===== config.mk =====
export PLATFORM = sky130hd
export DESIGN_NAME = ms_interval_timer
export DESIGN_NICKNAME = d
export VERILOG_FILES = /design/src/rtl/ivt_pkg.sv /design/src/rtl/ivt_reload_reg.sv /design/src/rtl/ivt_period_cnt.sv /design/src/rtl/ivt_irq_flag.sv /design/src/rtl/ms_interval_timer.sv
export SDC_FILE = /design/constraint.sdc
export NUM_CORES = 1
export LEC_CHECK = 0
export BUFFER_PORTS_ARGS = -buffer_cell sky130_fd_sc_hd__buf_2
export CORE_MARGIN = 10
export CORE_UTILIZATION = 51
export CTS_BUF_LIST = sky130_fd_sc_hd__clkbuf_4 sky130_fd_sc_hd__clkbuf_8 sky130_fd_sc_hd__clkbuf_16
export CTS_CLUSTER_SIZE = 25
export DETAILED_ROUTE_END_ITERATION = 12
export PLACE_DENSITY = 0.89
export SYNTH_ARGS = -nofsm -noshare
export SYNTH_HDL_FRONTEND = slang
export SYNTH_SLANG_ARGS = --single-unit

===== constraint.sdc =====
create_clock -name clk -period 3 [get_ports clk]
set_input_delay 0.15 -clock clk [delete_from_list [all_inputs] [get_ports clk]]
set_output_delay 0.15 -clock clk [all_outputs]
set_load 0.01 [all_outputs]

===== src/rtl/ivt_pkg.sv =====
package ivt_pkg;
    localparam int DATA_W   = 32;
    localparam int PERIOD_W = 16;

    typedef logic [PERIOD_W-1:0] period_t;

    // Events seen by the period counter and the interrupt flag in one cycle
    typedef struct packed {
        logic restart;
        logic tick;
        logic ack;
    } tmr_evt_t;

    localparam logic [DATA_W-1:0] COUNT_READ_VALUE = '0;

    function automatic period_t limit_of(input logic [DATA_W-1:0] wdata);
        return wdata[PERIOD_W-1:0];
    endfunction
endpackage


===== src/rtl/ivt_reload_reg.sv =====
module ivt_reload_reg
    import ivt_pkg::*;
#(
    parameter int DW = DATA_W
) (
    input  logic          clk,
    input  logic          rst,
    input  logic          wr_i,
    input  logic [DW-1:0] wdata_i,
    output period_t       limit_o
);
    // Upper bits are discarded at the write; only the period field is kept
    always_ff @(posedge clk) begin
        if (rst)       limit_o <= '0;
        else if (wr_i) limit_o <= limit_of(wdata_i);
    end
endmodule


===== src/rtl/ivt_period_cnt.sv =====
module ivt_period_cnt
    import ivt_pkg::*;
(
    input  logic     clk,
    input  logic     rst,
    input  tmr_evt_t evt_i,
    input  period_t  limit_i,
    output logic     expire_o
);
    period_t cnt_q;

    assign expire_o = evt_i.tick && !evt_i.restart && (cnt_q == limit_i);

    always_ff @(posedge clk) begin
        if (rst || evt_i.restart) cnt_q <= '0;
        else if (expire_o)        cnt_q <= '0;
        else if (evt_i.tick)      cnt_q <= cnt_q + 1'b1;
    end


    restart_zero_chk: assert property (@(posedge clk) disable iff (rst)
        evt_i.restart |=> (cnt_q == '0));

    cnt_bound_chk: assert property (@(posedge clk) disable iff (rst)
        cnt_q <= limit_i);
endmodule


===== src/rtl/ivt_irq_flag.sv =====
module ivt_irq_flag
    import ivt_pkg::*;
(
    input  logic     clk,
    input  logic     rst,
    input  tmr_evt_t evt_i,
    input  logic     expire_i,
    output logic     irq_o
);
    always_ff @(posedge clk) begin
        if (rst)                               irq_o <= 1'b0;
        else if (expire_i)                     irq_o <= 1'b1;
        else if (evt_i.restart || evt_i.ack)   irq_o <= 1'b0;
    end


    expire_wins_chk: assert property (@(posedge clk) disable iff (rst)
        expire_i |=> irq_o);

    ack_clears_chk: assert property (@(posedge clk) disable iff (rst)
        (evt_i.ack && !expire_i) |=> !irq_o);

    irq_hold_chk: assert property (@(posedge clk) disable iff (rst)
        (!expire_i && !evt_i.restart && !evt_i.ack) |=> $stable(irq_o));
endmodule


===== src/rtl/ms_interval_timer.sv =====
module ms_interval_timer
    import ivt_pkg::*;
#(
    parameter int DW = DATA_W
) (
    input  logic          clk,
    input  logic          rst,
    input  logic          tick_1k_i,
    input  logic          reload_wr_i,
    input  logic [DW-1:0] reload_wdata_i,
    input  logic          count_rd_i,
    output logic [DW-1:0] count_rdata_o,
    output logic          irq_o
);
    tmr_evt_t evt;
    period_t  limit;
    logic     expire;

    assign evt.restart   = reload_wr_i;
    assign evt.tick      = tick_1k_i;
    assign evt.ack       = count_rd_i;
    assign count_rdata_o = DW'(COUNT_READ_VALUE);

    ivt_reload_reg #(.DW(DW)) u_reload (
        .clk(clk), .rst(rst), .wr_i(reload_wr_i),
        .wdata_i(reload_wdata_i), .limit_o(limit)
    );

    ivt_period_cnt u_cnt (
        .clk(clk), .rst(rst), .evt_i(evt), .limit_i(limit), .expire_o(expire)
    );

    ivt_irq_flag u_irq (
        .clk(clk), .rst(rst), .evt_i(evt), .expire_i(expire), .irq_o(irq_o)
    );


    write_clears_chk: assert property (@(posedge clk) disable iff (rst)
        reload_wr_i |=> !irq_o);

    reset_low_chk: assert property (@(posedge clk)
        rst |=> !irq_o);

    limit_low_bits_chk: assert property (@(posedge clk) disable iff (rst)
        reload_wr_i |=> (limit == $past(reload_wdata_i[PERIOD_W-1:0])));
endmodule


==> run summary, run 1 <==
The flow ran to the end, and the final reports show no timing, DRC or antenna violations. Of the cells placed in the final design, the portion with a size suffix greater than 1 is 0.1442. Of the available clock period, the critical path in the final layout requires 0.5711. The type of element capturing the critical path is a register. The number of buffer cells added on primary ports is 21. The critical path goes through xor2_1 -> nor4_1 -> nand3_1 -> o21ai_4 -> nor2_1.

The final antenna diode count came out at 0. The final hold violation count came out at 0. Of the synthesized area, sequential elements account for 0.3818.

The source-to-sink clock delay at the later pin of the worst-skew pair is 330 ps. At the end of routability-driven placement, the weighted congestion stood at 0.8249. The leakage power came out at ~0.85 nW.

In the global route stage, overall resource usage came out at 0.1014. The routed layout has 1170 vias. In this run the remaining antenna-violating nets after routing total 0.

The initial antenna violation count came to 0. At the end of the flow, the number of nets in the layout was approximately 250. The number of global-route vias before repair was 1196. The clock net in this run drives a total of 33 sinks.

The worst path in the final design needs a cycle of 1713 ps, including I/O delays and setup. The biggest area consumer among synthesized cells is sky130_fd_sc_hd__dfxtp_1. TritonCTS built the clock tree.

The I/O pin count came out at 70. Setup repair after global routing left no endpoint under its margin. The setup clock skew after layout is 4.882 ps. Detailed placement finished with a half-perimeter wire length of 2472 µm. Among all flip-flop cells after synthesis, the most frequent one is sky130_fd_sc_hd__dfxtp_1. The post-detailed-route wirelength per cell is 12.22 µm. The path class of the tightest hold or removal check is input port to register.

The number of buffers inserted during clock tree synthesis came out at 5. The clock-pin slew of the registers on the worst-case setup and hold paths is 90 ps. After synthesis, the netlist uses 25 different library cells.

The remaining design rule violation count came out at 0. The first-pass iteration count of the detailed router came out at 3. The count of buffering cells on the critical path with inverters included is 0. The total of cells resized after clock tree synthesis is 0. The setup path with the least slack is of type register to register. The final-layout setup total negative slack is 0 ps. The number of warnings printed during yosys synthesis is 0. The cell with the most instances after synthesis is sky130_fd_sc_hd__nor2_1. The die width is 78.25 µm.

The count of final max-slew check failures is 0. The summed instance area of the synthesized netlist came out at 1730 µm². After synthesis, the cell types taking the most area are sky130_fd_sc_hd__dfxtp_1 (38%), sky130_fd_sc_hd__buf_4 (14%), sky130_fd_sc_hd__xor2_1 (11%). The maximum number of pins on one net before global-route repair came out at 19. The post-synthesis to final-layout area growth is 2.820%. The number of enable flip-flop cells after synthesis is 0. For this design, the CTS-stage hold fixing added 0 buffers.

The total power per unit cell area is 454.0 nW/µm². For this run, asynchronously set or reset flops after synthesis account for 0. Sorting the synthesized cells by how often they occur yields sky130_fd_sc_hd__nor2_1 (36), sky130_fd_sc_hd__dfxtp_1 (33), sky130_fd_sc_hd__buf_4 (32), sky130_fd_sc_hd__xor2_1 (22), sky130_fd_sc_hd__mux2i_1 (17). The synthesized design contains 33 register bits.

Leaving out filler cells and counting taps, the final layout contains 254. The library cell contributing the largest single delay on the critical path is sky130_fd_sc_hd__dfxtp_1. In this design, the largest share of critical-path delay is due to simple AND/OR/NAND/NOR gates. The first routing iteration left 77 violations.

The die footprint is a little over 6000 µm². The delay contributed by the slowest stage of the critical path came out at between 400 and 500 ps. Across the VDD grid, the largest voltage drop is 0.3014 mV. The count of endpoints failing setup in the final report is 0. The final wirelength is around 3100 µm.

The initial core utilization is 0.5227. The global-route congestion overflow total came out at 0. The required time of the worst setup path came out at 3210 ps. Max-cap violations in this run came to 0. The worst setup path is launched from a register. CTS placed an instance of sky130_fd_sc_hd__clkbuf_4 at the clock tree root.

The maximum clock insertion buffer count is 2. The highest net fanout along the worst path is 16. The count of mapped cells out of synthesis came out at 187. For this run, the top clock speed supported by timing is about 580 MHz. The global-route wire length before repair came out at 5175 µm. The share of synthesized area in the top cell type comes to 0.3818.

Once placement completed, the tool counted placed cells totaling 247. The initialized floorplan defines 21 standard-cell rows. The area of the core is 3311 µm².

A synthesized cell averages a little over 9 µm². In this run the number of H-tree levels came out at 2. The die is between 70 and 80 µm tall.

The detailed-route vias per instance is 4.606. For the worst setup path, the data arrival time is ~1900 ps. The number of post-CTS setup repair buffers is 0.
-- layout make-up --
class	count	area, µm²
sequential	33	660.6
tap	46	57.56
multi-input combinational	146	893.4
timing repair buffer	21	105.1
clock buffer	7	58.81
inverter	1	3.754
fill	318	1531
-- cell families after synthesis --
group	count (synthesis)	synth area share
buf+inv	39	0.1692
simple gates	63	0.1699
other cells	1	0.002167
flops	33	0.3818
mux	17	0.09834
compound gates	2	0.01446
xor+xnor	31	0.1569
fa+ha+maj	1	0.007230
-- final timing paths --
| check | startpoint | endpoint | slack (ps) | depth (start not counted) |
|---|---|---|---|---|
| max | u_cnt.cnt_q[9]$_SDFFE_PP0P_ | u_cnt.cnt_q[15]$_SDFFE_PP0P_ | 1290 | 5 |
| min | reload_wdata_i[15] | u_reload.limit_o[15]$_SDFFE_PP0P_ | 50 | 3 |
| max reg2reg | u_cnt.cnt_q[9]$_SDFFE_PP0P_ | u_cnt.cnt_q[15]$_SDFFE_PP0P_ | 1290 | 5 |
| min reg2reg | u_irq.irq_o$_SDFFE_PP0P_ | u_irq.irq_o$_SDFFE_PP0P_ | 490 | 1 |
-- power by group --
group	switching, W	leakage (nW)	internal [W]
logic	0.0000533	0.547	0.0000337
registers	0.0000103	0.269	0.000452
clock network	0.000139	0.0348	0.000120
-- cells in the final DEF (no fill, tap or decap), drive strengths merged --
master	count
and2	2
nor4	3
nor3	2
mux2i	17
ha	1
xnor2	9
buf	21
conb	32
nand4	4
nor2b	1
and4	3
nand2	4
inv	1
nand3	6
and3	1
a31o	1
o21ai	1
dfxtp	33
nand4b	1
xor2	22
nor2	36
clkbuf	7
-- through the flow --
stage               instance area (µm²)  utilization  total power [W]  worst slack (ps)  hold WS [ps]
floorplan                          1847            -        0.0005695              1535         297.2
global placement                   1720       0.5197        0.0005555              1311         380.9
detailed placement                 1720       0.5197        0.0005585              1290         391.8
CTS                                1779       0.5374        0.0008167              1273         36.44
global route                       1779       0.5374        0.0008436              1149         53.59
finish                             1779       0.5374        0.0008077              1287         46.63
-- worst min-delay path, delay by kind of cell --
kind	cells	cell delay (ps)
muxes	1	50
and+or+nand+nor	1	70
buffers and inverters	1	70
-- registers in the layout, indices dropped and copies added (netlist names) --
signal and cells:
u_cnt.cnt_q 16, u_irq.irq_o 1, u_reload.limit_o 16
-- layer usage --
metal / GRT usage / vias to the layer above / wire length, µm
met5: 0 / - / 0
met4: 0.05018 / 0 / 64
met3: 0.06264 / 8 / 350
met2: 0.1563 / 38 / 1389
met1: 0.1068 / 533 / 1299
li1: - / 591 / -
No activity file was read; power rests on OpenSTA's default activity.
==> run 2, diff against run 1 <==
--- a/config.mk
+++ b/config.mk
@@ -7,11 +7,11 @@
 export LEC_CHECK = 0
 export BUFFER_PORTS_ARGS = -buffer_cell sky130_fd_sc_hd__buf_2
 export CORE_MARGIN = 10
-export CORE_UTILIZATION = 51
+export CORE_UTILIZATION = 48
 export CTS_BUF_LIST = sky130_fd_sc_hd__clkbuf_4 sky130_fd_sc_hd__clkbuf_8 sky130_fd_sc_hd__clkbuf_16
 export CTS_CLUSTER_SIZE = 25
 export DETAILED_ROUTE_END_ITERATION = 12
-export PLACE_DENSITY = 0.89
+export PLACE_DENSITY = 0.84
 export SYNTH_ARGS = -nofsm -noshare
 export SYNTH_HDL_FRONTEND = slang
 export SYNTH_SLANG_ARGS = --single-unit
==> constraint.sdc (replaced) <==
create_clock -name clk -period 1.6 [get_ports clk]
set_input_delay 0.08 -clock clk [delete_from_list [all_inputs] [get_ports clk]]
set_output_delay 0.08 -clock clk [all_outputs]
set_load 0.01 [all_outputs]
==> run 2 against run 1 <==
Compared with the run above:
- the flow now finishes with violations (negative hold slack)
- hold slack got worse by 51 ps
- via count increased by 8.5%
- register-to-register slack got worse by 1200 ps
- critical path type unchanged
==> run summary, run 2 (same netlist as run 1, synthesis figures left out) <==
The worst min-delay path class is input port to register. The fraction of power spent switching nets is 0.2572. TritonCTS built the clock tree. The number of buffers inserted during clock tree synthesis came out at 5. The analysis attributes to cell leakage a power of about 0.96 nW. The setup slack after layout is 78.71 ps. The final-layout setup total negative slack came out at 0 ps.

The number of nets with antenna violations after routing is 0. The routed via count is 1270. The detailed-route vias per instance is 4.601. Derived from the worst setup path, the maximum achievable clock frequency is 657.3 MHz. During I/O placement, the number of pins put on the boundary was 70. The worst reg2reg path startpoint is u_cnt.cnt_q[14]$_SDFFE_PP0P_. The maximum number of pins on one net before global-route repair is 19. The number of post-CTS setup repair buffers came out at 0.

Traced cell by cell, the critical path runs through xor2_1 -> nor4_2 -> nand3_2 -> o21ai_4 -> buf_12 -> nor2_1. The congestion estimate from routability-driven global placement came to approximately 0.84. In this design, the stage delay of the slowest critical-path cell is 360 ps. The critical path is of the register to register type. The kind of cell with the highest combined delay along the critical path is simple AND/OR/NAND/NOR gates.

The clock-pin slew of the registers on the worst-case setup and hold paths is 90 ps. The number of logic stages on the critical path including buffering came out at 6. The global-route congestion overflow total is 0.

The clock power share came out at 0.314. The first-pass iteration count of the detailed router came out at 4. The slowest stage of the critical path is the sky130_fd_sc_hd__dfxtp_1 cell.

The net count of the finished layout is between 200 and 300. The area of the core came out at 3416 µm². The clock net in this run drives a total of 33 sinks.

The power share of the combinational group is 0.132. Internal power comes to 0.001163 W. The worst hold path startpoint is reload_wdata_i[5]. The instance count along the most critical hold path came out at 3. The cell row count is 21. No sink is reached through more buffers than the 2 on the longest clock path. The worst register-to-register path ends at u_cnt.cnt_q[3]$_SDFFE_PP0P_.

The final hold violation count came to 1. The switching component of the power came out at 0.0004028 W. The DRC violation total after the first TritonRoute iteration is 106.

In the layout the commonest cells are sky130_fd_sc_hd__nor2_1 (36), sky130_fd_sc_hd__conb_1 (32), sky130_fd_sc_hd__dfxtp_1 (32). The setup slack on the worst flop-to-flop path is 80 ps. The source-to-sink clock delay at the later pin of the worst-skew pair is between 300 and 400 ps. The initial core utilization came out at 0.5066. The count of final max-slew check failures came to 0. Once detailed placement completed, the half-perimeter wirelength came to approximately 2700 µm. Dividing the detail-routed wire length by the instance count gives between 10 and 15 µm. The final reports fail on negative hold slack. The path with the worst hold slack has its endpoint at u_reload.limit_o[5]$_SDFFE_PP0P_. The depth of the worst register-to-register path came out at 6. During placement, the flow inserted port buffers numbering 21. The final critical-path required period came out at 1521 ps. The run finished, with violations left. The final antenna diode count came out at 0. The setup clock skew after layout came out at a little over 8 ps. The remaining design rule violation count is 0. The arrival time at the worst endpoint is 1750 ps. The die is about 80 µm tall. In the final layout, the share of cells above drive strength 1 is 0.1913.

The first global-routing pass estimated 6009 µm of wire. In this run the worst path has a maximum fanout of 16. The area growth from synthesis to layout is 15.91%. The final worst-path cycle share is 0.9508.

Summed over all layers, the routed wires come to 3770 µm. Total power for the finished layout comes to around 0.0016 W. The die width came out at roughly 80 µm.

At the worst endpoint, the required time is 1830 ps. The number of max-cap violations came out at 0. The count of endpoints failing setup in the final report came out at 0. The worst voltage drop across the vdd grid is 0.6643 mV. The count of H-tree levels built during CTS came out at 2. The most common cell after layout, fill and taps aside is sky130_fd_sc_hd__nor2_1. STA classifies the critical path endpoint as a register. In the global route stage, overall resource usage came out at 0.1174.

Across all hold checks on the routed design, the worst slack comes to -4.076 ps. The pre-CTS setup slack came out at 37.67 ps. The initial antenna violation count was 0. The die covers 6406 µm². The largest registers in the layout are u_cnt.cnt_q: 16 flops, u_reload.limit_o: 16 flops, u_irq.irq_o: 1 flops.

The count of buffering cells on the critical path with inverters included came out at 1. The worst setup path is launched from a register. The number of global-route vias before repair is 1338. The tree is rooted in a sky130_fd_sc_hd__clkbuf_4. The sequential share of power is 0.554.

The total power per unit cell area is 780.8 nW/µm².
==> run 2: cell count changes in the layout (fill, tap and decap cells not counted) <==
cell,change
sky130_fd_sc_hd__nand3_1,-1
sky130_fd_sc_hd__dlygate4sd3_1,+12
sky130_fd_sc_hd__nor4_2,+2
sky130_fd_sc_hd__nand3_2,+1
sky130_fd_sc_hd__nor4_1,-2
sky130_fd_sc_hd__buf_12,+1
sky130_fd_sc_hd__buf_4,+9
sky130_fd_sc_hd__dfxtp_1,-1
sky130_fd_sc_hd__dfxtp_2,+1
==> run 2: how the worst max path moves through the flow <==
stage	from	endpoint	slack [ps]
2_1_floorplan	u_cnt.cnt_q[13]$_SDFFE_PP0P_	u_cnt.cnt_q[12]$_SDFFE_PP0P_	130
3_3_place_gp	u_reload.limit_o[9]$_SDFFE_PP0P_	u_cnt.cnt_q[7]$_SDFFE_PP0P_	80
3_5_place_dp	u_reload.limit_o[15]$_SDFFE_PP0P_	u_cnt.cnt_q[3]$_SDFFE_PP0P_	40
4_1_cts	u_cnt.cnt_q[14]$_SDFFE_PP0P_	u_cnt.cnt_q[3]$_SDFFE_PP0P_	10
5_1_grt	u_cnt.cnt_q[14]$_SDFFE_PP0P_	u_cnt.cnt_q[3]$_SDFFE_PP0P_	-2
6_report	u_cnt.cnt_q[14]$_SDFFE_PP0P_	u_cnt.cnt_q[3]$_SDFFE_PP0P_	80
==> run 2: stage by stage <==
step	cells	area (µm²)	hold WS, ps	util
CTS	276	1987	0.5803	0.5817
global route	276	2006	12.16	0.5872
floorplan	218	1847	227.2	-
finish	276	2006	-4.076	0.5872
global placement	257	1808	311.5	0.5293
detailed placement	257	1808	320.2	0.5293
==> run 2: power groups by stage <==
stage	Combinational, W	Clock [W]	Sequential, W
2_1_floorplan	0.000187	0	0.000881
3_3_place_gp	0.000166	0	0.000885
3_5_place_dp	0.000171	0	0.000886
4_1_cts	0.000194	0.000502	0.000867
5_1_grt	0.000230	0.000528	0.000871
6_report	0.000207	0.000492	0.000867
==> run 2: layout make-up <==
| class | count | area, µm² |
|---|---|---|
| tap | 46 | 57.56 |
| timing repair buffer | 43 | 312.8 |
| fill | 311 | 1410 |
| multi-input combinational | 146 | 910.9 |
| inverter | 1 | 3.754 |
| clock buffer | 7 | 58.81 |
| sequential | 33 | 661.9 |
==> run 2: repair_timing <==
item                       in CTS  in global routing
resized for setup               0                  4
setup endpoints to repair       0                 16
hold endpoints to repair       12                  0
hold buffers                   12                  0
==> run 2: tightest hold or removal path, cell delays in order <==
cell and delay, ps:
sky130_fd_sc_hd__buf_2 70, sky130_fd_sc_hd__mux2i_1 50, sky130_fd_sc_hd__nor2_1 90
==> run 2: per-layer routing <==
layer,GRT usage,vias up,share of wire
li1,-,630,-
met1,0.1176,587,0.38
met2,0.2014,47,0.50
met3,0.06194,6,0.10
met4,0.04401,0,0.014
met5,0,-,0
